`config.mk`:
```
export PLATFORM = sky130hd
export DESIGN_NAME = tx_dom_guard
export DESIGN_NICKNAME = d
export VERILOG_FILES = /design/src/rtl/tx_dom_guard.sv
export SDC_FILE = /design/constraint.sdc
export NUM_CORES = 1
export LEC_CHECK = 0
export ABC_AREA = 1
export CAP_MARGIN = 40
export CORE_AREA = 2 2 80 82
export CTS_CLUSTER_DIAMETER = 60
export CTS_CLUSTER_SIZE = 20
export DETAILED_ROUTE_END_ITERATION = 10
export DIE_AREA = 0 0 82 84
export PLACE_DENSITY_LB_ADDON = 0.25
export SYNTH_ARGS = -nofsm -noshare
export SYNTH_HDL_FRONTEND = slang
export SYNTH_SLANG_ARGS = --single-unit
```
`constraint.sdc`:
```
create_clock -name clk -period 1.8 [get_ports clk]
set_input_delay 0.45 -clock clk [delete_from_list [all_inputs] [get_ports clk]]
set_output_delay 0.45 -clock clk [all_outputs]
set_load 0.05 [all_outputs]
```
`src/rtl/tx_dom_guard.sv`:
```
module tx_dom_guard #(
  parameter int unsigned TIMEOUT_CYCLES = 10_000_000
) (
  input  logic clk,
  input  logic rst_n,
  input  logic tx_in,
  input  logic bus_rx,
  input  logic mode_normal,
  input  logic guard_off,
  output logic drv_en,
  output logic rx_out,
  output logic fault
);
  localparam int unsigned CW = $clog2(TIMEOUT_CYCLES + 1);
  localparam logic [CW-1:0] LIM = CW'(TIMEOUT_CYCLES);

  logic [2:0]    tx_sh;
  logic [CW-1:0] low_cnt;
  logic          running;

  always_ff @(posedge clk or negedge rst_n)
    if (!rst_n) tx_sh <= 3'b111;
    else        tx_sh <= {tx_sh[1:0], tx_in};

  wire tx_s  = tx_sh[1];
  wire tx_d  = tx_sh[2];
  wire fall  = tx_d & ~tx_s;
  wire rise  = ~tx_d & tx_s;
  wire armed = mode_normal & ~guard_off;

  always_ff @(posedge clk or negedge rst_n) begin
    if (!rst_n) begin
      running <= 1'b0;
      low_cnt <= '0;
      fault   <= 1'b0;
    end else if (!armed || rise) begin
      running <= 1'b0;
      low_cnt <= '0;
      fault   <= 1'b0;
    end else if (fall) begin
      running <= 1'b1;
      low_cnt <= CW'(1);
      fault   <= 1'b0;
    end else if (running) begin
      if (low_cnt == LIM) fault   <= 1'b1;
      else                low_cnt <= low_cnt + 1'b1;
    end
  end

  assign drv_en = mode_normal & ~tx_s & ~fault;
  assign rx_out = bus_rx;
endmodule

```
# Word-level counts from Yosys, hierarchy flattened

Index checks and enable logic that the tools add are counted.

Flip-flop bits (word level): 29
Bits in latches: 0
Memory bits (writable): 0
ROM bits: 0
Input bits: 6
Output and inout port bits: 3
Word-level logic and storage cells: 33
Memories kept: 0

$add $sub $neg: 1
Multipliers: 0
Divide/modulo/power cells: 0
Magnitude comparators: 0
Eq/ne operators: 2
Shifts and indexed selects: 0
Mux-type cells: 10
Bitwise operators: 9
Reduce and logical (&&, ||, !) cells: 7

Operator list:

| kind                    | count |
|---|---|
| $mux W24                | 4 |
| $add A24 B1 Y24 const B | 1 |
| $eq A24 B24 Y1 const B  | 1 |
| $mux W1                 | 6 |
| $reduce_bool A3 Y1      | 2 |
| $and A1 B1 Y1           | 5 |
| $not A1 Y1              | 4 |
| $reduce_and A2 Y1       | 2 |
| $ne A3 B3 Y1 const B    | 1 |
| $reduce_bool A2 Y1      | 1 |
| $logic_not A1 Y1        | 1 |
| $logic_or A1 B1 Y1      | 1 |

# Depth between registers and ports, before layout

Depth after elaboration: 6
Mapped depth: 11
Gate-level depth less buffers: 11

# Worst setup path after synthesis

No wires, ideal clock.

Path type: flip-flop to output port
From: register fault
To: output drv_en
Arrival time: 1.715 ns
Data required time: 1.350 ns
Path slack: -0.365 ns
Stages on the path, launching flop included: 2
Path buffers: 0
Cells stage by stage: dfrtp_1 -> nor3_1

Word-level cells in the longest chain between the ends: 2

Ends and longest elaborated chain:

| item                   | line | RTL |
|---|---|---|
| start, declared        | 12   | `output logic fault` |
| start signal, assigned | 35   | `fault <= 1'b0;` |
| start signal, assigned | 39   | `fault <= 1'b0;` |
| start signal, assigned | 43   | `fault <= 1'b0;` |
| $not A1 Y1             | 50   | `assign drv_en = mode_normal & ~tx_s & ~fault;` |
| $and A1 B1 Y1          | 50   |  |
| end, declared          | 10   | `output logic drv_en,` |

No other way between the ends.

# Worst setup path in the final report

From: register low_cnt[1]
To: register low_cnt[8]

Word-level cells in the longest chain between the ends: 5
Elaborated cells between the ends (all ways): 8
Those cells by class: add/sub (1); eq/ne (2); mux (4); reduce/logical (1)

Ends and longest elaborated chain:

| item                   | line | RTL |
|---|---|---|
| start, declared        | 18   | `logic [CW-1:0] low_cnt;` |
| start signal, assigned | 46   | `else low_cnt <= low_cnt + 1'b1;` |
| $add A24 B1 Y24        | 46   |  |
| $mux W24               | 45   | `if (low_cnt == LIM) fault <= 1'b1;` |
| $mux W24               | 44   | `end else if (running) begin` |
| $mux W24               | 40   | `end else if (fall) begin` |
| $mux W24               | 36   | `end else if (!armed \|\| rise) begin` |

Several ways; a longest one is shown, not always the timed one. The select of a mux whose other input is x is not followed.
A chain may end at the register's enable or synchronous reset.

==> metrics.cfg <==
[floorplan]
fp-row-count = 29
die_w_um = 82
io_pins = 9
dieArea_um2 = 6890
initial_core_util = 0.336
fp.coreArea_um2 = 6100
die_h_um = 84

[synthesis]
synth_flop_cell = dfrtp_1
syn-num-nets = 321
avgSynthCellArea_um2 = 6.55
synth-seq-cells = 29
synth_edf_count = 0
yosysWarnings = 0
syn_area_um2 = 2050
syn_inst = 313
ys_types = 26
ys_seq_area_frac = 0.356
async_flop_share = 1.00

[timing]
finalSetupViolCount = 0
max_freq_mhz = 606
hold_violations = 0
finalCritPeriodShare = 0.916
relSlewSlack = 0.703
clock_skew_ps = 4.76
drv_slew = 0
rsz0062_at_grt = true
min_period_ps = 1650
holdWs_ps = 357
worstMarginPinSlew_ps = 446

[worst_setup_path]
end_kind = flop
cp_slowest_cell = dfrtp_1
rr_startpoint = low_cnt[1]
crit_buf_inv = 2
start_kind = flop
critPathMaxFanout = 19
path_class = flop to flop
rr_worst_depth = 9
r2r_end = low_cnt[8]
required_ps = 2010
critPathMaxStageDelay_ps = 420
crit_family = simple AND/OR/NAND/NOR gates
cp.depth = 9
r2r_slack_ps = 150
cp_data_arrival_time_ps = 1860
crit_chain = inv_1, ha_2, nand3_1, nor2_1, nand3_2, nand2_4, nand2_8, buf_4, o21ai_2

[route]
viasPerCell = 4.78
wl_mm = 5.61
postRouteAntennaNets = 0
dr.first_iter.drc_count = 141
wl_per_cell_um = 13.3
drc_errors = 0
vias = 2006
firstDrtPassIters = 4

[power]
clkPwrFrac = 0.441
switching_share = 0.247
internal_power_w = 0.00105
pwr_density_cell_nw_per_um2 = 563
p_leak_nw = 1.04
p_seq_frac = 0.475
ir_drop_mv = 0.265
switchingPower_w = 0.000346
combinationalPowerShare = 0.084

[finish]
diodes = 0
area_delta_synth_final_pct = 21.1
fillerInstances = 681
stdcell_count = 420
seq_area_um2 = 729
multi_input_area_um2 = 1160
final_nets = 350
drive_above_1_share = 0.155

[placed_design]
place_inst = 410
port_buffers = 6
dpl.hpwl_mm = 4.12
place.gp.congestion = 0.921

[clock_tree]
cts.reportedPaths.clkPinSlew_ps = 70
clk_latency_ps = 290
postCtsHoldBufs = 0
cts_tree = done
clockBufferDepth = 2
numCtsBuffers = 5
htree_levels = 2
cts_sinks = 29
cts_root_buf = clkbuf_8

[grt]
grt_pass1_wl_mm = 9.62
overflow = 0
grt_max_degree = 30
antenna_found_initial = 0
first_global_vias = 1969
grt.total_usage = 0.182

[hold_path]
hold_end = tx_sh[1]
holdPathStages = 0
hold_start = tx_sh[0]
hp-class = flop to flop

[run_status]
status = complete, no violations

[job]
max_cap_viol_count = 0

-- sequential cells by signal, summed over array words and instances (netlist names) --
signal	cells
running	1
low_cnt	24
tx_sh	3
fault	1
-- synth_stat cells, types with 2 or more instances --
master	instances	share of area
nor3_1	6	0.015
nand2_4	2	0.011
o21ai_0	9	0.022
nand2_2	2	0.0061
dfrtp_1	26	0.32
nor2_1	51	0.093
buf_6	2	0.011
a21oi_1	2	0.0049
o21ai_2	2	0.0085
buf_4	2	0.0073
dfstp_2	3	0.038
o21ai_1	3	0.0073
nand4_1	12	0.037
buf_2	3	0.0073
nand2_1	105	0.19
nand3_1	31	0.076
nor2_2	3	0.0092
ha_1	2	0.012
inv_1	31	0.057
xor2_1	10	0.043
-- worst max path at each step --
stage / startpoint / end / slack [ps]
floorplan: fault / drv_en / 60
global placement: mode_normal / low_cnt[6] / -140
detailed placement: mode_normal / low_cnt[5] / -180
CTS: low_cnt[0] / low_cnt[9] / 50
global route: low_cnt[1] / low_cnt[8] / -5
finish: low_cnt[1] / low_cnt[8] / 150
-- logic make-up (layout without fill, tap and decap cells) --
kind of cell / Yosys count / count (layout) / synth area share
flip-flops: 29 / 29 / 0.356
adder cells (fa/ha/maj): 2 / 2 / 0.0122
AO/OA/AOI/OAI: 17 / 17 / 0.0464
buffers and inverters: 40 / 70 / 0.0904
XOR/XNOR: 10 / 10 / 0.0427
AND/OR/NAND/NOR: 215 / 215 / 0.452
-- routing by layer --
metal | track usage | wire [µm]
met5 | 0 | 0
met4 | 0.0758 | 157
met3 | 0.0400 | 263
met2 | 0.271 | 2480
met1 | 0.251 | 2710
-- layout by cell type (no fill, tap or decap) --
cell type        instances
a21oi_1                  2
and2_1                   1
buf_12                   2
buf_4                   23
clkbuf_8                 7
clkdlybuf4s50_1          3
clkinv_2                 1
clkinv_8                 1
dfrtp_1                 26
dfstp_2                  3
dlygate4sd2_1            1
ha_1                     1
ha_2                     1
inv_1                   29
inv_2                    2
inv_6                    1
nand2_1                105
nand2_2                  1
nand2_4                  2
nand2_8                  1
nand3_1                 31
nand3_2                  1
nand4_1                 12
nor2_1                  51
nor2_2                   3
nor2_4                   1
nor3_1                   5
nor3_4                   1
o21a_1                   1
o21ai_0                  9
o21ai_1                  3
o21ai_2                  2
xor2_1                  10
-- cell type report --
cell class | count | share of cell area
multi-input combinational | 244 | 0.468
sequential | 29 | 0.294
clock buffer | 7 | 0.0388
tap | 77 | 0.0388
timing repair inverter | 1 | 0.00353
clock inverter | 1 | 0.00202
timing repair buffer | 29 | 0.101
inverter | 32 | 0.0534
-- stage by stage --
step	cell area, µm²	util	setup slack (ps)	total power, W	TNS, ps
4_1_cts	2440	0.401	54.9	0.00141	0
3_3_place_gp	2340	0.383	-144	0.000787	-2580
5_1_grt	2480	0.407	-5.28	0.00146	-5.28
2_1_floorplan	2050	-	60.5	0.000728	0
3_5_place_dp	2340	0.383	-184	0.000787	-3500
6_report	2480	0.407	151	0.00140	0
-- worst register-to-register path, cell delays in order (launching register included) --
cell     delay [ps]
dfrtp_1         420
inv_1            90
ha_2            190
nand3_1          70
nor2_1          130
nand3_2         130
nand2_4         120
nand2_8         130
buf_4           190
o21ai_2         100
-- repair_timing --
action	CTS	global route
setup endpoints to repair	1	19
buffers inserted	0	1
gates resized for setup	3	6
pin swaps	1	1
gates cloned	0	1
-- power groups by stage --
stage | Clock, W | Combinational (W) | Sequential, W
final | 0.000616 | 0.000117 | 0.000665
after global routing | 0.000665 | 0.000129 | 0.000665
after CTS | 0.000631 | 0.000112 | 0.000665
after detailed placement | 0 | 0.000111 | 0.000676
after global placement | 0 | 0.000110 | 0.000676
after floorplan | 0 | 0.0000521 | 0.000676
No activity file was read; power rests on OpenSTA's default activity.
